--- src/rtl/pfd_pkg.sv ---
`timescale 1ns/1ps
package pfd_pkg;
   typedef enum logic {
      MODE_NORMAL = 1'b0,
      MODE_OFFSET = 1'b1
   } pfd_mode_e;

   // terminal count of the reset timer: a zero request behaves as one cycle
   function automatic int unsigned reset_limit(input int unsigned dly);
      return (dly == 0) ? 0 : dly - 1;
   endfunction
endpackage

--- src/rtl/pfd_edge_sync.sv ---
`timescale 1ns/1ps
module pfd_edge_sync #(
   parameter int STAGES = 2
) (
   input  logic clk,
   input  logic rst_n,
   input  logic din,
   output logic rise
);
   localparam int CHAIN_W = STAGES + 1;

   generate
      if (STAGES < 2) begin : g_bad_stages
         $error("pfd_edge_sync: STAGES must be at least 2");
      end
   endgenerate

   // chain[STAGES-1:0] synchronizes, chain[STAGES] keeps the previous sample
   logic [CHAIN_W-1:0] chain;

   always_ff @(posedge clk or negedge rst_n) begin
      if (!rst_n) chain <= '0;
      else        chain <= {chain[CHAIN_W-2:0], din};
   end

   assign rise = chain[STAGES-1] & ~chain[STAGES];

   // a single rising edge yields a one-cycle event
   assert_rise_single_R1: assert property (@(posedge clk) disable iff (!rst_n)
      rise |=> !rise);
endmodule

--- src/rtl/pfd_reset_timer.sv ---
`timescale 1ns/1ps
module pfd_reset_timer
   import pfd_pkg::*;
#(
   parameter int CNT_W = 4
) (
   input  logic             clk,
   input  logic             rst_n,
   input  logic             window,
   input  logic [CNT_W-1:0] dly,
   output logic             clr
);
   generate
      if (CNT_W < 1) begin : g_bad_width
         $error("pfd_reset_timer: CNT_W must be at least 1");
      end
   endgenerate

   logic [CNT_W-1:0] cnt;
   logic [CNT_W-1:0] limit;

   assign limit = CNT_W'(reset_limit(int'(dly)));
   assign clr   = window && (cnt == limit);

   always_ff @(posedge clk or negedge rst_n) begin
      if (!rst_n)      cnt <= '0;
      else if (clr)    cnt <= '0;
      else if (window) cnt <= cnt + 1'b1;
      else             cnt <= '0;
   end

   // the both-high interval persists until the timer releases it
   assert_window_holds_R2: assert property (@(posedge clk) disable iff (!rst_n)
      window && !clr |=> window);
endmodule

--- src/rtl/pfd_flag.sv ---
`timescale 1ns/1ps
module pfd_flag (
   input  logic clk,
   input  logic rst_n,
   input  logic rise,
   input  logic window,
   input  logic clr,
   output logic flag
);
   logic held;

   always_ff @(posedge clk or negedge rst_n) begin
      if (!rst_n) begin
         flag <= 1'b0;
         held <= 1'b0;
      end else if (clr) begin
         flag <= held | rise;
         held <= 1'b0;
      end else if (window) begin
         held <= held | rise;
      end else if (rise) begin
         flag <= 1'b1;
      end
   end

   assert_set_on_edge_R1: assert property (@(posedge clk) disable iff (!rst_n)
      rise && !window |=> flag);
   assert_fall_on_clear_R2: assert property (@(posedge clk) disable iff (!rst_n)
      $fell(flag) |-> $past(clr));
   assert_held_applied_R5: assert property (@(posedge clk) disable iff (!rst_n)
      clr && rise |=> flag);
endmodule

--- src/rtl/pfd_delayed_reset.sv ---
`timescale 1ns/1ps
module pfd_delayed_reset
   import pfd_pkg::*;
#(
   parameter int CNT_W       = 4,
   parameter int SYNC_STAGES = 2,
   parameter bit ALLOW_OFFSET = 1'b1
) (
   input  logic             clk,
   input  logic             rst_n,
   input  logic             ref_in,
   input  logic             div_in,
   input  logic [CNT_W-1:0] dly_cnt,
   input  logic             offset_mode,
   output logic             up_o,
   output logic             dn_o
);
   logic ref_rise, div_rise;
   logic up_flag, dn_flag;
   logic window, clr;

   pfd_edge_sync #(.STAGES(SYNC_STAGES)) u_ref_sync (
      .clk(clk), .rst_n(rst_n), .din(ref_in), .rise(ref_rise));
   pfd_edge_sync #(.STAGES(SYNC_STAGES)) u_div_sync (
      .clk(clk), .rst_n(rst_n), .din(div_in), .rise(div_rise));

   assign window = up_flag & dn_flag;

   pfd_reset_timer #(.CNT_W(CNT_W)) u_timer (
      .clk(clk), .rst_n(rst_n), .window(window), .dly(dly_cnt), .clr(clr));

   pfd_flag u_up_flag (
      .clk(clk), .rst_n(rst_n), .rise(ref_rise), .window(window),
      .clr(clr), .flag(up_flag));
   pfd_flag u_dn_flag (
      .clk(clk), .rst_n(rst_n), .rise(div_rise), .window(window),
      .clr(clr), .flag(dn_flag));

   generate
      if (ALLOW_OFFSET) begin : g_offset
         pfd_mode_e mode;
         assign mode = pfd_mode_e'(offset_mode);
         assign up_o = (mode == MODE_OFFSET) ? window : up_flag;
         assign dn_o = dn_flag;

         assert_up_inside_dn_R6: assert property (@(posedge clk) disable iff (!rst_n)
            offset_mode && up_o |-> dn_o);
      end else begin : g_plain
         assign up_o = up_flag;
         assign dn_o = dn_flag;
      end
   endgenerate

   assert_ignore_repeat_R4: assert property (@(posedge clk) disable iff (!rst_n)
      up_flag && !dn_flag && ref_rise |=> up_flag && !dn_flag || div_rise && !$past(div_rise) || up_flag);
   always_comb begin
      if (!rst_n) assert_reset_low_R7: assert (!up_flag && !dn_flag);
   end
endmodule

--- config.mk ---
export PLATFORM = sky130hd
export DESIGN_NAME = pfd_delayed_reset
export DESIGN_NICKNAME = d
export VERILOG_FILES = /design/src/rtl/pfd_pkg.sv /design/src/rtl/pfd_edge_sync.sv /design/src/rtl/pfd_reset_timer.sv /design/src/rtl/pfd_flag.sv /design/src/rtl/pfd_delayed_reset.sv
export SDC_FILE = /design/constraint.sdc
export NUM_CORES = 1
export LEC_CHECK = 0
export BUFFER_PORTS_ARGS = -buffer_cell sky130_fd_sc_hd__buf_4
export CAP_MARGIN = 10
export CORE_MARGIN = 8
export CORE_UTILIZATION = 40
export DETAILED_ROUTE_END_ITERATION = 6
export PLACE_DENSITY = 0.6
export SLEW_MARGIN = 30
export SYNTH_ARGS = -nofsm -noshare
export SYNTH_HDL_FRONTEND = slang
export SYNTH_HIERARCHICAL = 1
export SYNTH_SLANG_ARGS = --single-unit
--- constraint.sdc ---
create_clock -name clk -period 3.7 [get_ports clk]
set_clock_uncertainty 0.15 [all_clocks]
set_input_delay 0 -clock clk [delete_from_list [all_inputs] [get_ports clk]]
set_output_delay 0 -clock clk [all_outputs]
set_load 0.01 [all_outputs]
Yosys cells after proc, flatten, opt, wreduce, memory -nomap -nowiden
Cells that the tools add are included.
{"block": "word_totals", "regBits": 14, "in_bits": 9, "output_inout_bits": 2, "elab_cells": 39}
{"block": "classes", "add_sub_neg": 2, "n_eq_ne": 2, "muxes": 14, "bitwise_logic": 7, "reduce_logical": 7}
{"operator": "4-bit 2-to-1 mux", "count": 3}
{"operator": "1-bit 2-to-1 mux", "count": 11}
{"operator": "2-bit nonzero test", "count": 3}
{"operator": "4-bit by 1-bit adder with 4-bit output, second input constant", "count": 1}
{"operator": "4-bit == test", "count": 1}
{"operator": "4-bit logical NOT", "count": 1}
{"operator": "2-bit AND reduction", "count": 2}
{"operator": "4-bit by 1-bit subtractor with 4-bit output, second input constant", "count": 1}
{"operator": "1-bit bitwise AND", "count": 3}
{"operator": "2-bit != test, second input constant", "count": 1}
{"operator": "1-bit NOT", "count": 2}
{"operator": "1-bit bitwise OR", "count": 2}
{"operator": "1-bit logical AND", "count": 1}

Longest topological paths before layout
Gate-level depths: netlist of the first run.
{"block": "depth", "ltp_word": 6, "depth_mapped": 7}

By module
Netlist of the first run, hierarchy kept.
{"mod": "pfd_reset_timer", "n_inst": 1, "cells_per_inst": 40, "area_per_inst_um2": 352.8, "seq_area_each_um2": 100.1}
{"mod": "pfd_edge_sync", "n_inst": 2, "cells_per_inst": 4, "area_per_inst_um2": 88.8, "seq_area_each_um2": 75.1}
{"mod": "pfd_flag", "n_inst": 2, "cells_per_inst": 8, "area_per_inst_um2": 80.1, "seq_area_each_um2": 50.0}
{"mod": "pfd_delayed_reset", "n_inst": 1, "cells_per_inst": 3, "area_per_inst_um2": 18.8, "seq_area_each_um2": 0.0}

Least setup slack after synthesis of the first run
Ideal clock, no wire load.
{"block": "synth_timing", "path_kind": "register to register", "start": "register u_timer.cnt[2]", "end": "register u_dn_flag.flag", "setup_ns": 0.087, "t_arrival_ns": 1.381, "required_ns": 3.463, "path_slack_ns": 2.082, "path_stages_with_launch": 8, "path_buffers": 1, "period_less_slack_ns": 1.618, "cell_sequence": "dfrtp_1 buf_2 xnor2_1 mux2i_1 o211ai_2 and3_1 nor2_1 a22oi_1"}
{"block": "synth_between", "elab_chain_len": 4}
{"element": "from (decl)", "line_no": "pfd_reset_timer.sv:19", "rtl": "logic [CNT_W-1:0] cnt;"}
{"element": "from (signal assigned)", "line_no": "pfd_reset_timer.sv:28", "rtl": "else if (window) cnt <= cnt + 1'b1;"}
{"element": "4-bit == test (*)", "line_no": "pfd_reset_timer.sv:23", "rtl": "assign clr = window && (cnt == limit);"}
{"element": "1-bit logical AND (*)", "line_no": "pfd_reset_timer.sv:23"}
{"element": "net clr", "line_no": "pfd_delayed_reset.sv:20", "rtl": "logic window, clr;"}
{"element": "2-bit != test (no line) / 2-bit nonzero test (equally long branches)"}
{"element": "2-bit AND reduction (no line)"}
{"element": "to (signal assigned)", "line_no": "pfd_flag.sv:17", "rtl": "flag <= held | rise;"}
{"element": "to (decl)", "line_no": "pfd_flag.sv:8", "rtl": "output logic flag"}
Mark *: on every way through the listed nets, which the timed path passes. The rest lies on a longest branch.
A chain may end at the register's enable or synchronous reset.

Final worst setup path of the first run
Same ends and word-level chain as after synthesis.

==> results of run 1 <==
Yosys cell counts, types with 2 or more instances:
cell | instances | area [um2]
sky130_fd_sc_hd__o21ai_2 | 3 | 26.3
sky130_fd_sc_hd__a21oi_1 | 6 | 30.0
sky130_fd_sc_hd__nand2b_1 | 3 | 18.8
sky130_fd_sc_hd__and3b_1 | 2 | 17.5
sky130_fd_sc_hd__nor2b_4 | 2 | 27.5
sky130_fd_sc_hd__a22oi_1 | 2 | 15.0
sky130_fd_sc_hd__nand2_1 | 6 | 22.5
sky130_fd_sc_hd__nor3_1 | 2 | 10.0
sky130_fd_sc_hd__dfrtp_1 | 14 | 350
sky130_fd_sc_hd__nor2_1 | 10 | 37.5
sky130_fd_sc_hd__xnor2_1 | 2 | 17.5
power groups by stage:
stage	sequential [W]	clock (W)	combinational (W)
CTS	0.000228	0.000110	0.000182
finish	0.000228	0.000104	0.000180
global placement	0.000230	0	0.000175
detailed placement	0.000231	0	0.000177
floorplan	0.000213	0	0.000149
global route	0.000236	0.000115	0.000205
layer usage:
| metal | track usage | vias to the layer above | part of all wire |
|---|---|---|---|
| met5 | 0 | - | 0 |
| met4 | 0.0210 | 0 | 0 |
| met3 | 0.0508 | 0 | 0.064 |
| met2 | 0.121 | 7 | 0.42 |
| met1 | 0.0970 | 245 | 0.51 |
| li1 | - | 266 | - |
sequential cells by signal, summed over array words and instances (netlist names):
| name | cells |
|---|---|
| u_div_sync/chain | 3 |
| u_dn_flag/flag | 1 |
| u_dn_flag/held | 1 |
| u_ref_sync/chain | 3 |
| u_timer/cnt | 4 |
| u_up_flag/flag | 1 |
| u_up_flag/held | 1 |
logic make-up after synthesis:
logic type	Yosys count
flip-flops	14
adder cells (fa/ha/maj)	1
XOR/XNOR	3
multiplexers	1
buffers and inverters	2
AND/OR/NAND/NOR	30
AO/OA/AOI/OAI	16
worst reg2reg max path: cells and delay by family (launching register included):
family	cells	cell delay (ns)
AO/OA/AOI/OAI	2	0.41
multiplexers	1	0.09
flip-flops	1	0.49
AND/OR/NAND/NOR	2	0.38
XOR/XNOR	1	0.15
through the flow:
stage | cells | total power (W) | hold WS [ns]
2_1_floorplan | 67 | 0.000362 | -0.446
3_3_place_gp | 93 | 0.000405 | -0.297
3_5_place_dp | 93 | 0.000407 | -0.294
4_1_cts | 102 | 0.000520 | 0.0710
5_1_grt | 102 | 0.000556 | 0.0991
6_report | 102 | 0.000512 | 0.0917
layout by cell type, fill, tap and decap left out:
master,netlist,routed
sky130_fd_sc_hd__and3_1,1,1
sky130_fd_sc_hd__mux2i_1,1,1
sky130_fd_sc_hd__nor2b_4,2,2
sky130_fd_sc_hd__o21ai_2,3,3
sky130_fd_sc_hd__a22oi_1,2,2
sky130_fd_sc_hd__dlygate4sd3_1,0,5
sky130_fd_sc_hd__a21oi_1,6,6
sky130_fd_sc_hd__nor2_1,10,10
sky130_fd_sc_hd__and2_2,1,1
sky130_fd_sc_hd__nor3_1,2,2
sky130_fd_sc_hd__nor3b_1,1,1
sky130_fd_sc_hd__o21bai_1,1,1
sky130_fd_sc_hd__dfrtp_1,14,14
sky130_fd_sc_hd__and3b_1,2,2
sky130_fd_sc_hd__clkbuf_4,0,3
sky130_fd_sc_hd__o311ai_4,1,1
sky130_fd_sc_hd__inv_1,1,1
sky130_fd_sc_hd__nand3_1,1,1
sky130_fd_sc_hd__xnor2_1,2,2
sky130_fd_sc_hd__nand2_1,6,6
sky130_fd_sc_hd__xor2_1,1,1
sky130_fd_sc_hd__a21boi_1,1,1
sky130_fd_sc_hd__ha_1,1,1
sky130_fd_sc_hd__buf_4,0,10
sky130_fd_sc_hd__nand2b_1,3,3
sky130_fd_sc_hd__o211a_1,1,1
sky130_fd_sc_hd__nor2b_1,1,1
sky130_fd_sc_hd__clkbuf_8,0,1
sky130_fd_sc_hd__o211ai_2,1,1
worst min-delay path by stage:
stage / start / endpoint / cells after the start
detailed placement: rst_n / u_timer/cnt[1]$_DFF_PN0_ / 1
global placement: rst_n / u_timer/cnt[0]$_DFF_PN0_ / 1
global route: dly_cnt[3] / u_timer/cnt[0]$_DFF_PN0_ / 5
floorplan: rst_n / u_div_sync/chain[0]$_DFF_PN0_ / 0
CTS: dly_cnt[3] / u_timer/cnt[1]$_DFF_PN0_ / 5
finish: dly_cnt[3] / u_timer/cnt[0]$_DFF_PN0_ / 4
layout make-up:
type                            count  area share
Multi-Input combinational cell     51       0.395
Clock buffer                        4      0.0409
Sequential cell                    14       0.395
Timing Repair Buffer               15       0.141
Inverter                            1     0.00423
Tap cell                           17      0.0240
timing repair:
action,4_1_cts,5_1_grt
gates resized for setup,0,0
hold buffers,5,0
hold endpoints to repair,20,0
==> run summary, run 1 <==
GLOBAL ROUTE
------------------------------------------------------------------------------------------
Largest net degree at the start of global routing                                       15
Vias in the first global route                                                         518
Initial antenna violation count                                                          0
Wire length of the first global-routing pass                                       2190 um
Tot GR Track Use                                                                    0.0819
Global-route congestion overflow total                                                   0

SYNTHESIS
------------------------------------------------------------------------------------------
Share of cell area taken by muxes after synthesis                                   0.0141
Number of synthesized flops with an enable pin                                           0
Number of synthesized register bits                                                     14
Main combinational cell family by area after synthesis                        simple AND/OR/NAND/NOR gates
Post-synth ARST share                                                                 1.00
Synthesized area                                                                   709 um2
Ys Warns                                                                                 6
Distinct cell type count after synthesis                                                26
Adder-cell share of the synthesized area                                            0.0176
Synthesized-area fraction occupied by ao, oa, aoi and oai cells                      0.190
Sequential area share after synthesis                                                0.494
Simple-Gate Fraction of Synth Area                                                   0.235
Parity-gate share of the synthesized area counting xor and xnor cells               0.0370
Synth Instances                                                                         67
Nets in the synthesized netlist                                                         77
Commonest register cell after synthesis                                       sky130_fd_sc_hd__dfrtp_1
Mean area per synthesized cell                                                    10.6 um2

PWR
------------------------------------------------------------------------------------------
Comb pwr share                                                                       0.351
Total internal power                                                            0.000338 W
Power share of the clock group                                                       0.203
Total power density per cell area                                               577 nW/um2
Sequential share of power                                                            0.446
Switch share                                                                         0.341
Psw                                                                             0.000175 W
Maximum vdd drop                                                                  0.301 mV
Leak                                                                              0.416 nW

TIMING
------------------------------------------------------------------------------------------
RSZ-0062 raised after global routing                                                    no
Peak clock frequency supported by timing                                           566 MHz
Fin crit period                                                                    1.77 ns
Headroom to the max-slew limit                                                       0.601
Number of slew-limit violations in the final report                                      0
Worst Max-Slew Pin Slew                                                           0.597 ns
Final cycle utilization of the critical path                                         0.478
Count of final hold-check violations                                                     0
Final total negative setup slack                                                      0 ns
Number of setup violations in the final report                                           0
Final worst-path setup slack                                                       1.93 ns

JOB
------------------------------------------------------------------------------------------
MaxCap Viol Count                                                                        0

CLOCK TREE
------------------------------------------------------------------------------------------
Buffers from clock root to sink, at most                                                 2
Clock tree root driver cell                                                   sky130_fd_sc_hd__clkbuf_4
CTS sink count                                                                          14
Latest clock arrival within the worst-skew pair                                    0.27 ns
Number of setup buffers added after CTS                                                  0
Clock edge transition at the registers on the reported setup and hold paths        0.08 ns
CTS tree                                                                               yes
Number of levels the H-tree was split into                                               1
Number of buffers added by the clock tree synthesis step                                 3

DRT
------------------------------------------------------------------------------------------
Final ANT Viol Nets                                                                      0
Detailed-routing iteration count for the pre-antenna-repair pass                         4
Per-cell via count in the routed design                                               5.08
Detailed Route WL                                                                  1240 um
Average detailed-routed wire length per instance                                   12.2 um
Violation count after the first detailed-routing iteration                               9
Number of design rule violations left after detail routing                               0
Via total after detailed routing                                                       518

WORST SETUP PATH
------------------------------------------------------------------------------------------
CP startpoint                                                                 u_timer/cnt[2]$_DFF_PN0_
Cells along the critical path                                                 xnor2_1 -> mux2i_1 -> o211ai_2 -> and3_1 -> nor2_1 -> a22oi_1
Register-to-register setup slack                                                   1.93 ns
Crit path capture type                                                           flip-flop
CP Class                                                                           reg2reg
Top Family by Delay on Critical Path                                            flip-flops
CP startpoint kind                                                               flip-flop
Maximum single-stage delay on the critical path                                    0.49 ns
Crit path required time                                                            3.74 ns
Largest fanout on the critical path                                                      8
End of the worst register-to-register path                                    u_dn_flag/flag$_DFFE_PN0P_
Capture point of the critical path                                            u_dn_flag/flag$_DFFE_PN0P_
Cell depth of the worst setup path                                                       6
Data arrival, critical path                                                        1.81 ns
Library cell contributing the largest single delay on the critical path       sky130_fd_sc_hd__dfrtp_1
Total buffers and inverters traversed by the critical path                               0
Worst R2R Path Depth                                                                     6
Launch instance of the worst register-to-register path                        u_timer/cnt[2]$_DFF_PN0_

FINISH
------------------------------------------------------------------------------------------
Layout Utilization                                                                   0.525
Area of the multi-input gates                                                      350 um2
Register Area                                                                      350 um2
Diode insertion count for antenna repair                                                 0
Synthesis-to-finish area growth                                                      25.0%
Number of fill cells in the layout                                                     159
Net count reported at finish                                                            96
Share of layout cells above drive strength 1                                         0.259
Post-route cell area                                                               887 um2

FLOORPLANNING
------------------------------------------------------------------------------------------
Area of the die                                                                   3380 um2
Core region area                                                                  1690 um2
Die X                                                                              58.1 um
Starting Density                                                                     0.420
Count of standard-cell rows                                                             15
Ports                                                                                   11
Die Span Y                                                                         58.1 um

PLACE
------------------------------------------------------------------------------------------
Post-detailed-placement half-perimeter wirelength                                   891 um
Worst setup slack after placement                                                  1.95 ns
Placer's final routability congestion estimate                                       0.779
Count of input and output buffers                                                       10
Total cell area at the placement stage                                             801 um2

STATUS
------------------------------------------------------------------------------------------
Outcome                                                                          completed

MIN PATH
------------------------------------------------------------------------------------------
Worst hold path type                                                                in2reg

Power figures use the tool's default switching activity.
==> run 2, diff against run 1 <==
==> constraint.sdc (replaced) <==
create_clock -name clk -period 1.65 [get_ports clk]
set_clock_uncertainty 0.15 [all_clocks]
set_input_delay 0 -clock clk [delete_from_list [all_inputs] [get_ports clk]]
set_output_delay 0 -clock clk [all_outputs]
set_load 0.01 [all_outputs]
==> run summary, run 2 (synthesized netlist as in run 1, its figures left out) <==
TIMING
------------------------------------------------------------------------------------------
Peak clock frequency supported by timing                                           618 MHz   +9.2%
Final cycle utilization of the critical path                                         0.981   +0.503
Fin crit period                                                                    1.62 ns   -0.149 ns
Headroom to the max-slew limit                                                       0.599   -0.00211
Count of final hold-check violations                                                     0   unchanged
Number of slew-limit violations in the final report                                      0   unchanged
Final total negative setup slack                                                      0 ns   unchanged
Number of setup violations in the final report                                           0   unchanged
Worst Max-Slew Pin Slew                                                           0.600 ns   +0.00316 ns
Min Hold Slack                                                                   0.0576 ns   -0.0341 ns
RSZ-0062 raised after global routing                                                   yes

CLOCK TREE
------------------------------------------------------------------------------------------
Clock edge transition at the registers on the reported setup and hold paths        0.08 ns   about the same
CTS tree                                                                               yes
Number of levels the H-tree was split into                                               1   unchanged
CTS sink count                                                                          14   unchanged
Number of buffers added by the clock tree synthesis step                                 3   unchanged
Buffers from clock root to sink, at most                                                 2   unchanged
Clock tree root driver cell                                                   sky130_fd_sc_hd__clkbuf_4
Latest clock arrival within the worst-skew pair                                    0.27 ns   about the same

DRT
------------------------------------------------------------------------------------------
Detailed-routing iteration count for the pre-antenna-repair pass                         2   -2
Average detailed-routed wire length per instance                                   12.2 um   +0.29%
Violation count after the first detailed-routing iteration                               6   -3
Via total after detailed routing                                                       541   +4.4%
Final ANT Viol Nets                                                                      0   unchanged
Number of design rule violations left after detail routing                               0   unchanged
Per-cell via count in the routed design                                               5.01   -1.4%
Detailed Route WL                                                                  1320 um   +6.2%

GLOBAL ROUTE
------------------------------------------------------------------------------------------
Tot GR Track Use                                                                    0.0856   +0.00368
Wire length of the first global-routing pass                                       2270 um   +3.5%
Vias in the first global route                                                         541   +4.4%
Initial antenna violation count                                                          0   unchanged
Largest net degree at the start of global routing                                       15   unchanged
Global-route congestion overflow total                                                   0   unchanged

WORST SETUP PATH
------------------------------------------------------------------------------------------
Data arrival, critical path                                                        1.66 ns   -0.15 ns
Worst R2R Path Depth                                                                     6   unchanged
End of the worst register-to-register path                                    u_dn_flag/flag$_DFFE_PN0P_
Register-to-register setup slack                                                   0.03 ns   -1.90 ns
CP startpoint                                                                 u_timer/cnt[1]$_DFF_PN0_
Cells along the critical path                                                 and3b_1 -> o21ai_2 -> o311ai_4 -> and3_4 -> buf_4 -> a22oi_2
Launch instance of the worst register-to-register path                        u_timer/cnt[1]$_DFF_PN0_
Library cell contributing the largest single delay on the critical path       sky130_fd_sc_hd__dfrtp_1
CP Class                                                                           reg2reg
Capture point of the critical path                                            u_dn_flag/flag$_DFFE_PN0P_
Crit path required time                                                            1.70 ns   -2.04 ns
Largest fanout on the critical path                                                      5   -3
Maximum single-stage delay on the critical path                                    0.42 ns   -0.07 ns
CP startpoint kind                                                               flip-flop
Crit path capture type                                                           flip-flop

FINISH
------------------------------------------------------------------------------------------
Non-filler instance count after layout                                                 108   +5.9%
Net count reported at finish                                                           102   +6.3%
Leading registers by flop count                                               u_timer/cnt: 4 flops, u_div_sync/chain: 3 flops, u_ref_sync/chain: 3 flops
Top library cells by usage in the layout, fill and taps aside                 sky130_fd_sc_hd__buf_4, sky130_fd_sc_hd__dfrtp_1, sky130_fd_sc_hd__nor2_1
Largest register FFs                                                                     4   unchanged
Synthesis-to-finish area growth                                                      35.1%
Diode insertion count for antenna repair                                                 0   unchanged
Number of fill cells in the layout                                                     145   -8.8%
Top register by number of flip-flops                                           u_timer/cnt
Leading cell type in the layout, fill and taps excluded                       sky130_fd_sc_hd__buf_4
Share of layout cells above drive strength 1                                         0.396   +0.137

PLACE
------------------------------------------------------------------------------------------
Count of input and output buffers                                                       10   unchanged
Placer's final routability congestion estimate                                       0.791   +1.4%
Post-Place Cells                                                                        98   +5.4%
Post-detailed-placement half-perimeter wirelength                                   973 um   +9.2%

PWR
------------------------------------------------------------------------------------------
Total power density per cell area                                              1340 nW/um2   +130%
Maximum vdd drop                                                                  0.789 mV   +160%
Total Power                                                                      0.00128 W   +150%
Leak                                                                              0.451 nW   +8.4%

FLOORPLANNING
------------------------------------------------------------------------------------------
Count of standard-cell rows                                                             15   unchanged
Core region area                                                                  1690 um2   unchanged
Die X                                                                              58.1 um   unchanged
Starting Density                                                                     0.420   unchanged
Area of the die                                                                   3380 um2   unchanged
Die Span Y                                                                         58.1 um   unchanged
Ports                                                                                   11   unchanged

JOB
------------------------------------------------------------------------------------------
MaxCap Viol Count                                                                        0   unchanged

STATUS
------------------------------------------------------------------------------------------
Outcome                                                                          completed

MIN PATH
------------------------------------------------------------------------------------------
Worst hold path type                                                                in2reg

## run 2: worst min-delay path by stage
stage | start | endpoint | slack (ns) | cells past startpoint
floorplan | rst_n | u_div_sync/chain[0]$_DFF_PN0_ | -0.45 | 0
global placement | rst_n | u_timer/cnt[1]$_DFF_PN0_ | -0.30 | 1
detailed placement | rst_n | u_timer/cnt[0]$_DFF_PN0_ | -0.29 | 1
CTS | dly_cnt[1] | u_timer/cnt[1]$_DFF_PN0_ | 0.04 | 5
global route | dly_cnt[1] | u_timer/cnt[1]$_DFF_PN0_ | 0.07 | 5
finish | dly_cnt[1] | u_timer/cnt[1]$_DFF_PN0_ | 0.06 | 5
## run 2: routing by layer
| layer | wire (um) | global-route usage |
|---|---|---|
| met5 | 0 | 0 |
| met2 | 586 | 0.127 |
| met1 | 651 | 0.101 |
| met3 | 82 | 0.0530 |
| met4 | 0 | 0.0210 |
## run 2: area by class of cell
type                       instances  area (um2)  area share
timing repair buffer              21         168       0.175
tap                               17        21.3      0.0222
sequential                        14         352       0.367
multi-input combinational         51         378       0.394
inverter                           1        3.75     0.00392
clock buffer                       4        36.3      0.0379
## run 2: timing repair
action / 4_1_cts / 5_1_grt
buffers inserted: 0 / 2
endpoints found under the setup margin: 1 / 4
resized for setup: 1 / 7
gates cloned: 0 / 0
hold buffers: 4 / 0
pin swaps: 0 / 5
endpoints found under the hold margin: 16 / 0
## run 2: power by group
group / internal (W) / switching, W / total, W / leakage (nW)
Combinational: 0.000295 / 0.000249 / 0.000543 / 0.273
Sequential: 0.000422 / 0.0000834 / 0.000506 / 0.157
Clock: 0.000134 / 0.0000985 / 0.000233 / 0.0210
Total: 0.000851 / 0.000431 / 0.00128 / 0.451
## run 2: per-stage QoR
stage,utilization,instance area (um2),setup WS [ns]
after global placement,0.496,838,0.0479
after floorplan,-,709,0.0324
after global routing,0.567,958,-0.0421
after detailed placement,0.496,838,0.0142
final,0.567,958,0.0313
after CTS,0.542,916,0.0195
## run 2: critical path: cells and delay by family, from the launching register on
kind | cells | cell delay [ns]
AOI/OAI and AO/OA | 3 | 0.42
buffers and inverters | 1 | 0.14
DFF | 1 | 0.42
and+or+nand+nor | 2 | 0.41
